$ cat config.mk
export PLATFORM = sky130hd
export DESIGN_NAME = amux_prog_port
export DESIGN_NICKNAME = d
export VERILOG_FILES = /design/src/rtl/amux_pkg.sv /design/src/rtl/amux_strobe_sync.sv /design/src/rtl/amux_addr_latch.sv /design/src/rtl/amux_write_path.sv /design/src/rtl/amux_read_path.sv /design/src/rtl/amux_prog_port.sv
export SDC_FILE = /design/constraint.sdc
export NUM_CORES = 1
export LEC_CHECK = 0
export ABC_AREA = 1
export CAP_MARGIN = 20
export CORE_MARGIN = 5
export CORE_UTILIZATION = 35
export DETAILED_ROUTE_END_ITERATION = 8
export PLACE_DENSITY_LB_ADDON = 0.3
export SLEW_MARGIN = 20
export SYNTH_ARGS = -nofsm -noshare
export SYNTH_HDL_FRONTEND = slang
export SYNTH_SLANG_ARGS = --single-unit
$ cat constraint.sdc
create_clock -name clk -period 1.5 [get_ports clk]
set_clock_uncertainty 0.2 [all_clocks]
set_input_delay 0.225 -clock clk [delete_from_list [all_inputs] [get_ports clk]]
set_output_delay 0.225 -clock clk [all_outputs]
set_load 0.005 [all_outputs]
$ cat src/rtl/amux_pkg.sv
// Package: shared sizing for the multiplexed programming port.
// Assumes the column half is no wider than the address pin bus.
package amux_pkg;
    localparam int PIN_W     = 11;
    localparam int COL_W     = 8;
    localparam int DATA_W    = 8;
    localparam int READY_BIT = 7;
    localparam int STB_N     = 3;
    localparam int STB_RC    = 0;
    localparam int STB_WE    = 1;
    localparam int STB_OE    = 2;
endpackage

$ cat src/rtl/amux_strobe_sync.sv
// Module: two-flop synchronizer plus edge detector for N strobes.
// Assumes strobes are slow compared to clk; idle level given by IDLE.
module amux_strobe_sync #(
    parameter int         N    = 3,
    parameter logic [N-1:0] IDLE = '1
) (
    input  logic         clk,
    input  logic         rst_n,
    input  logic [N-1:0] raw_i,
    output logic [N-1:0] lvl_o,
    output logic [N-1:0] rise_o,
    output logic [N-1:0] fall_o
);
    for (genvar g = 0; g < N; g++) begin : g_bit
        logic s1, s2, s3;
        // Purpose: metastability stages and edge history register.
        always_ff @(posedge clk) begin
            if (!rst_n) begin
                s1 <= IDLE[g];
                s2 <= IDLE[g];
                s3 <= IDLE[g];
            end else begin
                s1 <= raw_i[g];
                s2 <= s1;
                s3 <= s2;
            end
        end
        assign lvl_o[g]  = s2;
        assign rise_o[g] = s2 & ~s3;
        assign fall_o[g] = ~s2 & s3;
    end
endmodule

$ cat src/rtl/amux_addr_latch.sv
// Module: assembles the full address from two strobe phases.
// Assumes the pins are stable through the synchronizer delay around an edge.
module amux_addr_latch #(
    parameter int PIN_W = 11,
    parameter int COL_W = 8,
    localparam int ADDR_W = PIN_W + COL_W
) (
    input  logic              clk,
    input  logic              rst_n,
    input  logic              en_i,
    input  logic              row_stb_i,
    input  logic              col_stb_i,
    input  logic [PIN_W-1:0]  pins_i,
    output logic [ADDR_W-1:0] addr_o
);
    // Purpose: load the low half on the row phase, the high half on the column phase.
    always_ff @(posedge clk) begin
        if (!rst_n) begin
            addr_o <= '0;
        end else if (en_i) begin
            if (row_stb_i) addr_o[PIN_W-1:0]      <= pins_i;
            if (col_stb_i) addr_o[ADDR_W-1:PIN_W] <= pins_i[COL_W-1:0];
        end
    end
endmodule

$ cat src/rtl/amux_write_path.sv
// Module: captures a write byte and raises one request per accepted strobe.
// Assumes data is stable at the synchronized write edge; busy drops the strobe.
module amux_write_path #(
    parameter int DATA_W = 8
) (
    input  logic              clk,
    input  logic              rst_n,
    input  logic              en_i,
    input  logic              we_edge_i,
    input  logic              ready_i,
    input  logic [DATA_W-1:0] data_i,
    output logic              wr_req_o,
    output logic [DATA_W-1:0] wr_data_o
);
    logic accept;
    assign accept = en_i & we_edge_i & ready_i;

    // Purpose: one-cycle request pulse and held write byte.
    always_ff @(posedge clk) begin
        if (!rst_n) begin
            wr_req_o  <= 1'b0;
            wr_data_o <= '0;
        end else begin
            wr_req_o <= accept;
            if (accept) wr_data_o <= data_i;
        end
    end
endmodule

$ cat src/rtl/amux_read_path.sv
// Module: fetches a core byte on output-enable assertion and drives it.
// Assumes the core answers in the cycle after the read request.
module amux_read_path #(
    parameter int DATA_W = 8
) (
    input  logic              clk,
    input  logic              rst_n,
    input  logic              en_i,
    input  logic              oe_n_lvl_i,
    input  logic              oe_fall_i,
    input  logic [DATA_W-1:0] rd_data_i,
    output logic              rd_req_o,
    output logic [DATA_W-1:0] data_o,
    output logic              data_oe_o
);
    logic pend_q;

    // Purpose: request pulse, then capture of the returned byte.
    always_ff @(posedge clk) begin
        if (!rst_n) begin
            rd_req_o <= 1'b0;
            pend_q   <= 1'b0;
            data_o   <= '0;
        end else begin
            rd_req_o <= en_i & oe_fall_i;
            pend_q   <= rd_req_o;
            if (pend_q) data_o <= rd_data_i;
        end
    end

    assign data_oe_o = en_i & ~oe_n_lvl_i;
endmodule

$ cat src/rtl/amux_prog_port.sv
// Module: top of the row/column multiplexed programming port.
// Assumes asynchronous strobes and a core that reports ready on a status bit.
module amux_prog_port #(
    parameter int PIN_W     = amux_pkg::PIN_W,
    parameter int COL_W     = amux_pkg::COL_W,
    parameter int DATA_W    = amux_pkg::DATA_W,
    parameter int READY_BIT = amux_pkg::READY_BIT,
    localparam int ADDR_W   = PIN_W + COL_W
) (
    input  logic              clk,
    input  logic              rst_n,
    input  logic              if_sel_i,
    input  logic [PIN_W-1:0]  addr_pins_i,
    input  logic              rc_strobe_i,
    input  logic              we_n_i,
    input  logic              oe_n_i,
    input  logic [DATA_W-1:0] data_i,
    output logic [DATA_W-1:0] data_o,
    output logic              data_oe_o,
    output logic              rdy_bsy_o,
    output logic              port_sel_o,
    output logic [ADDR_W-1:0] addr_o,
    output logic              wr_req_o,
    output logic [DATA_W-1:0] wr_data_o,
    output logic              rd_req_o,
    input  logic [DATA_W-1:0] rd_data_i,
    input  logic [DATA_W-1:0] core_status_i
);
    import amux_pkg::*;

    logic              sel_q;
    logic              rdy_q;
    logic [STB_N-1:0]  raw, lvl, rise, fall;

    // Purpose: freeze the interface choice while reset is asserted.
    always_ff @(posedge clk) begin
        if (!rst_n) sel_q <= if_sel_i;
    end

    // Purpose: registered mirror of the core ready bit.
    always_ff @(posedge clk) begin
        if (!rst_n) rdy_q <= 1'b1;
        else        rdy_q <= core_status_i[READY_BIT];
    end

    assign raw[STB_RC] = rc_strobe_i;
    assign raw[STB_WE] = we_n_i;
    assign raw[STB_OE] = oe_n_i;

    amux_strobe_sync #(.N(STB_N), .IDLE('1)) u_sync (
        .clk    (clk),
        .rst_n  (rst_n),
        .raw_i  (raw),
        .lvl_o  (lvl),
        .rise_o (rise),
        .fall_o (fall)
    );

    amux_addr_latch #(.PIN_W(PIN_W), .COL_W(COL_W)) u_addr (
        .clk       (clk),
        .rst_n     (rst_n),
        .en_i      (sel_q),
        .row_stb_i (fall[STB_RC]),
        .col_stb_i (rise[STB_RC]),
        .pins_i    (addr_pins_i),
        .addr_o    (addr_o)
    );

    amux_write_path #(.DATA_W(DATA_W)) u_wr (
        .clk       (clk),
        .rst_n     (rst_n),
        .en_i      (sel_q),
        .we_edge_i (rise[STB_WE]),
        .ready_i   (core_status_i[READY_BIT]),
        .data_i    (data_i),
        .wr_req_o  (wr_req_o),
        .wr_data_o (wr_data_o)
    );

    amux_read_path #(.DATA_W(DATA_W)) u_rd (
        .clk        (clk),
        .rst_n      (rst_n),
        .en_i       (sel_q),
        .oe_n_lvl_i (lvl[STB_OE]),
        .oe_fall_i  (fall[STB_OE]),
        .rd_data_i  (rd_data_i),
        .rd_req_o   (rd_req_o),
        .data_o     (data_o),
        .data_oe_o  (data_oe_o)
    );

    assign rdy_bsy_o  = rdy_q;
    assign port_sel_o = sel_q;
endmodule

==> out/summary.md, run 1 <==
• 3141 um — HPWL after DPL
• 0 — number of maximum-capacitance violations
• 552.5 uV — maximum VDD drop
• 1,467 — vias in the first global route
• 332 — Final Net Count
• 81 — number of placed I/O pins
• 0.5455 — area share of the leading cell type in the synthesized netlist
• sky130_fd_sc_hd__edfxtp_1 — cell with the largest stage delay on the worst path
• sky130_fd_sc_hd__dfxtp_1 55%, sky130_fd_sc_hd__nor2_1 7.2%, sky130_fd_sc_hd__nand2_1 6.8%, sky130_fd_sc_hd__nand4_1 6.7%, sky130_fd_sc_hd__a21oi_1 5.4% — cell types with the largest area share after synthesis
• 658.3 MHz — maximum clock frequency
• 2684 um2 — Design Area, Final
• reg -> out — start-to-end type of the worst setup path
• 0.2848 ns — pin slew with the least headroom to its limit
• flop — startpoint type of the worst setup path
• 1 — Post-synth EDFFs
• 2 — number of levels the H-tree was split into
• 0.327 — proportion of power drawn by the clock network
• 0.8258 — placer's final routability congestion estimate
• 0.2144 ns — worst hold margin
• 48 x sky130_fd_sc_hd__dfxtp_1, 34 x sky130_fd_sc_hd__nor2_1, 32 x sky130_fd_sc_hd__nand2_1 — top cell types by occurrence after synthesis
• sky130_fd_sc_hd__dfxtp_1 — Post-synth top flop
• 8.389 um2 — Avg Cell Area, Syn
• -0.01904 ns — final worst-path setup slack
• 1 — number of setup violations in the final report
• -0.06875 ns — worst slack at placement
• 83 — Detailed Route Iter0 Violations
• done — TritonCTS clock tree
• 4 — Initial DRT Pass Iterations
• 2 — maximum buffer depth of the clock tree
• 0 — DRC violations left
• 0.2193 — Sw Share
• reg -> reg — worst hold path type
• 0 — Final Hold Vio Count
• 6858 um — global-route wire length before repair
• 0.29 ns — later-pin clock latency in the skew report
• 0.1363 — overall track demand over capacity in global routing
• 0.09 ns — clock transition time at the flip-flop clock pins of the worst setup and hold paths
• 251 — post-synth net total
• 1.07 ns — worst endpoint required time
• sky130_fd_sc_hd__clkbuf_8 — CTS root buffer
• 0.5625 — sequential fraction of the synthesis area
• 1.013 — share of the cycle needed by the critical path after routing
• 210 — instance count of the mapped netlist
• sky130_fd_sc_hd__dfxtp_1 — count leader, synth
• 49 — Clock Sink Count
• 11.86 um — routed wirelength normalized by instance count
• 2 — Worst Path Max Fanout
• -0.01904 ns — Total Negative Setup Slacks
• 0 — setup repair bufs after CTS
• 0 — final-report max-slew violation count
• finished with violations — status
• 49 — register bit total from synthesis
• 52.34% — area added between synthesis and finish
• 1.232 nW — Lkg Pwr
• 0.567 — Reg power frac
• 5 — clock buffers created by TritonCTS
• 6552 um2 — die area
• 0 — antenna diode count
• buf_4, clkdlybuf4s15_1 — CP cell instances
• 0 — fraction of registers with async set/reset
• 1.858 mW — Cell Int Power
• setup timing — failing checks
• 1,618 — via count
• primary output — Crit. End Element
• 0.5571 — core occupancy in the finished layout
• 80.95 um — die span in y
• 4817 um2 — core area
• 0 — post-detailed-route count of antenna-violating nets
• flip-flops — cell type group with the largest total delay on the critical path
• 4.507 — mean number of vias per cell
• 1762 um2 — total standard cell area after synthesis
• 4259 um — overall routed net length
• 1.519 ns — crit path time final
• 886.9 nW/um2 — PwrDens
• yes — unrepaired setup endpoints after global routing
• 0.8099 — remaining max-slew budget at the tightest pin
• 25 — num rows
• 19 — pin count of the biggest net entering global routing
• 0.43 ns — crit-path max cell delay
• 0 — GRT overflow
• 522.0 uW — Net Switching
• 0.1678 — share of post-route cells with drive strength above 1
• sky130_fd_sc_hd__dfxtp_1 — cell taking the most area after synthesis
• 73 — count of buffers from port buffering
• 0.3657 — initial standard-cell utilization of the core
• 17 — library cells used by synthesis
• 2591 um2 — post-place instance area
• 80.95 um — floorplan die width
• 1.09 ns — endpoint arrival time on the critical path
• 0 — initial antenna violation count
• 0 — warnings from Yosys
• 0.107 — proportion of power drawn by combinational gates
• 2 — critical path buffer and inverter count
routing by layer:
metal  share of wire  routed length (um)  vias up  GRT usage
met3           0.088                 374        6    0.04656
met1            0.45                1907      709     0.1684
met5               0                   0        -          0
met4           0.013                  55        0    0.04561
met2            0.45                1923       55     0.2217
li1                -                   -      848          -
cell families after synthesis:
kind of cell,synth area share
compound gates,0.07670
flops,0.5625
simple gates,0.2841
buf+inv,0.07670
cell usage in the layout (no fill, tap or decap):
master,instances
sky130_fd_sc_hd__nor2_2,1
sky130_fd_sc_hd__nor2_4,2
sky130_fd_sc_hd__inv_1,12
sky130_fd_sc_hd__nor2_1,33
sky130_fd_sc_hd__dfxtp_2,12
sky130_fd_sc_hd__clkbuf_1,2
sky130_fd_sc_hd__nand3_1,8
sky130_fd_sc_hd__clkdlybuf4s15_1,2
sky130_fd_sc_hd__buf_6,2
sky130_fd_sc_hd__nand2_2,1
sky130_fd_sc_hd__nor3_1,1
sky130_fd_sc_hd__or2_2,9
sky130_fd_sc_hd__o21ai_0,8
sky130_fd_sc_hd__clkbuf_8,6
sky130_fd_sc_hd__a21oi_1,19
sky130_fd_sc_hd__nand2_1,31
sky130_fd_sc_hd__buf_4,9
sky130_fd_sc_hd__nand4_1,19
sky130_fd_sc_hd__edfxtp_1,1
sky130_fd_sc_hd__nand3_2,2
sky130_fd_sc_hd__clkdlybuf4s50_1,33
sky130_fd_sc_hd__inv_2,4
sky130_fd_sc_hd__dfxtp_1,36
sky130_fd_sc_hd__buf_12,1
sky130_fd_sc_hd__dlygate4sd2_1,38
stage by stage:
step                      instances  power, mW
after floorplan                 210      1.473
after global placement          351      1.633
after detailed placement        351      1.634
after CTS                       359      2.398
after global routing            359      2.512
final                           359      2.380
area by class of cell:
class                           count  area, um2
Sequential cell                    49       1006
Clock buffer                        8      90.09
Multi-Input combinational cell    134      650.6
Inverter                           16      60.06
Tap cell                           67      83.83
Fill cell                         488       2133
Timing Repair Buffer               85      793.3
final timing paths:
| check | from | end | slack [ns] | cells after the start |
|---|---|---|---|---|
| min reg2reg | u_sync.g_bit[0].s1 | u_sync.g_bit[0].s2 | 0.21 | 1 |
| max | port_sel_o | port_sel_o | -0.02 | 2 |
| min | u_sync.g_bit[0].s1 | u_sync.g_bit[0].s2 | 0.21 | 1 |
| max reg2reg | port_sel_o | u_addr.addr_o[0] | 0.12 | 6 |
sequential cells by signal, summed over array words and instances (netlist names):
signal / count
u_wr.wr_req_o: 1
port_sel_o: 1
u_rd.pend_q: 1
u_rd.rd_req_o: 1
u_wr.wr_data_o: 8
u_addr.addr_o: 19
u_rd.data_o: 8
u_sync.g_bit.s2: 3
u_sync.g_bit.s3: 3
rdy_bsy_o: 1
u_sync.g_bit.s1: 3
timing repair:
action	in CTS	in global routing
resized for setup	53	11
pin swaps	0	1
cloned	0	0
endpoints found under the setup margin	40	27
hold buffers	0	0
power by group through the flow:
| stage | registers [mW] | logic [mW] | clock network [mW] |
|---|---|---|---|
| final | 1.35 | 0.254 | 0.778 |
| after global routing | 1.35 | 0.276 | 0.883 |
| after CTS | 1.35 | 0.244 | 0.806 |
| after detailed placement | 1.38 | 0.256 | 0 |
| after global placement | 1.38 | 0.255 | 0 |
| after floorplan | 1.38 | 0.0934 | 0 |
Power figures use the tool's default switching activity.
==> run 2: changes to the inputs <==
- SKIP_LAST_GASP: default -> 1
==> out/summary.md, run 2 (synthesized netlist as in run 1, its figures left out) <==
• 0 — initial antenna violation count
• 80.95 um — floorplan die width
• 19 — max FFs per register
• setup timing — failing checks
• 1.019 — share of the cycle needed by the critical path after routing
• 2683 um2 — Design Area, Final
• sky130_fd_sc_hd__dlygate4sd2_1 — commonest non-fill, non-tap cell in the layout
• sky130_fd_sc_hd__clkbuf_8 — CTS root buffer
• 6552 um2 — die area
• 0.43 ns — crit-path max cell delay
• 887.3 nW/um2 — PwrDens
• reg -> reg — worst hold path type
• flop — startpoint type of the worst setup path
• 0.2848 ns — pin slew with the least headroom to its limit
• 0 — number of maximum-capacitance violations
• 0.8258 — placer's final routability congestion estimate
• 2 — Worst Path Max Fanout
• 552.5 uV — maximum VDD drop
• 0.3657 — initial standard-cell utilization of the core
• 81 — number of placed I/O pins
• 1,618 — via count
• 2 — number of setup violations in the final report
• 4259 um — overall routed net length
• 6858 um — global-route wire length before repair
• 0.09 ns — clock transition time at the flip-flop clock pins of the worst setup and hold paths
• 1.10 ns — endpoint arrival time on the critical path
• 1.07 ns — worst endpoint required time
• 332 — Final Net Count
• -0.02828 ns — final worst-path setup slack
• reg -> out — start-to-end type of the worst setup path
• 359 — Final Instance Count excl. Fillers
• 0 — setup repair bufs after CTS
• 489 — number of filler cells placed in the layout
• 1,467 — vias in the first global route
• 0 — antenna diode count
• 83 — Detailed Route Iter0 Violations
• 2 — number of levels the H-tree was split into
• 0 — final-report max-slew violation count
• u_addr.addr_o: 19 flops, u_rd.data_o: 8 flops, u_wr.wr_data_o: 8 flops — largest registers
• 650.6 um2 — Multi-input gate area
• 0 — cts hold-fix bufs
• 0.567 — Reg power frac
• 0 — Final Hold Vio Count
• 0.327 — proportion of power drawn by the clock network
• finished with violations — status
• 0 — DRC violations left
• 522.0 uW — Net Switching
• flip-flops — cell type group with the largest total delay on the critical path
• 0.8099 — remaining max-slew budget at the tightest pin
• 4817 um2 — core area
• 52.27% — area added between synthesis and finish
• 2 — critical path buffer and inverter count
• 73 — count of buffers from port buffering
• 0.2193 — Sw Share
• 11.86 um — routed wirelength normalized by instance count
• 0.1678 — share of post-route cells with drive strength above 1
• 0.29 ns — later-pin clock latency in the skew report
• u_addr.addr_o — top register by number of flip-flops
• 0.106 — proportion of power drawn by combinational gates
• 1006 um2 — Seq. cell area
• 1.528 ns — crit path time final
• 80.95 um — die span in y
• 0.1363 — overall track demand over capacity in global routing
• 25 — num rows
• 2 — maximum buffer depth of the clock tree
• 3141 um — HPWL after DPL
• 5 — clock buffers created by TritonCTS
• 1.235 nW — Lkg Pwr
• 1.858 mW — Cell Int Power
• 0 — GRT overflow
• 4.507 — mean number of vias per cell
• sky130_fd_sc_hd__edfxtp_1 — cell with the largest stage delay on the worst path
• 351 — Post-Place Cells
• yes — unrepaired setup endpoints after global routing
• 4 — Initial DRT Pass Iterations
• 39 x sky130_fd_sc_hd__dlygate4sd2_1, 36 x sky130_fd_sc_hd__dfxtp_1, 33 x sky130_fd_sc_hd__nor2_1, 33 x sky130_fd_sc_hd__clkdlybuf4s50_1, 31 x sky130_fd_sc_hd__nand2_1 — commonest cells after routing, fill and taps aside
• inv_2, nor2_2, dlygate4sd2_1 — CP cell instances
• 2591 um2 — post-place instance area
• done — TritonCTS clock tree
• primary output — Crit. End Element
• 19 — pin count of the biggest net entering global routing
• 654.3 MHz — maximum clock frequency
• 49 — Clock Sink Count
• 0 — post-detailed-route count of antenna-violating nets
[run 2: changes by cell type in the layout (fill, tap and decap cells not counted), sizes merged]
cell	delta
dlygate4sd2	+1
clkdlybuf4s15	-1
[run 2: per-layer routing]
layer	vias up	track usage	wire, um
met3	6	0.04656	374
met2	55	0.2217	1923
li1	848	-	-
met1	709	0.1684	1906
met5	-	0	0
met4	0	0.04561	55
[run 2: worst paths after layout]
kind                 startpoint                  to  slack [ns]  cells past startpoint
min reg2reg  u_sync.g_bit[0].s1  u_sync.g_bit[0].s2        0.21                      1
max reg2reg          port_sel_o    u_addr.addr_o[0]        0.12                      6
max                  port_sel_o           data_oe_o       -0.03                      3
min          u_sync.g_bit[0].s1  u_sync.g_bit[0].s2        0.21                      1
[run 2: per-stage QoR]
step | power [mW] | hold slack, ns | setup WS (ns) | utilization | setup TNS (ns)
6_report | 2.380 | 0.2144 | -0.02828 | 0.5569 | -0.04733
5_1_grt | 2.512 | 0.2236 | -0.09700 | 0.5569 | -0.1691
3_5_place_dp | 1.634 | 0.1967 | -0.06875 | 0.5379 | -0.4225
3_3_place_gp | 1.633 | 0.1950 | -0.06534 | 0.5379 | -0.4022
2_1_floorplan | 1.473 | 0.1239 | 0.3629 | - | 0
4_1_cts | 2.398 | 0.2155 | -0.05831 | 0.5496 | -0.05831
[run 2: power by group through the flow]
stage	clock network, mW	registers, mW	logic, mW
6_report	0.778	1.35	0.253
5_1_grt	0.883	1.35	0.276
4_1_cts	0.806	1.35	0.244
3_5_place_dp	0	1.38	0.256
3_3_place_gp	0	1.38	0.255
2_1_floorplan	0	1.38	0.0934
[run 2: cell type report]
type	instances	area share
well taps	67	0.03125
repair buffers	85	0.2952
flip-flops and latches	49	0.3750
clock buffers	8	0.03358
multi-input cells	134	0.2425
inverters	16	0.02239
[run 2: what timing repair did]
item	4_1_cts	5_1_grt
resized for setup	53	10
pin swaps	0	1
setup endpoints to repair	40	27
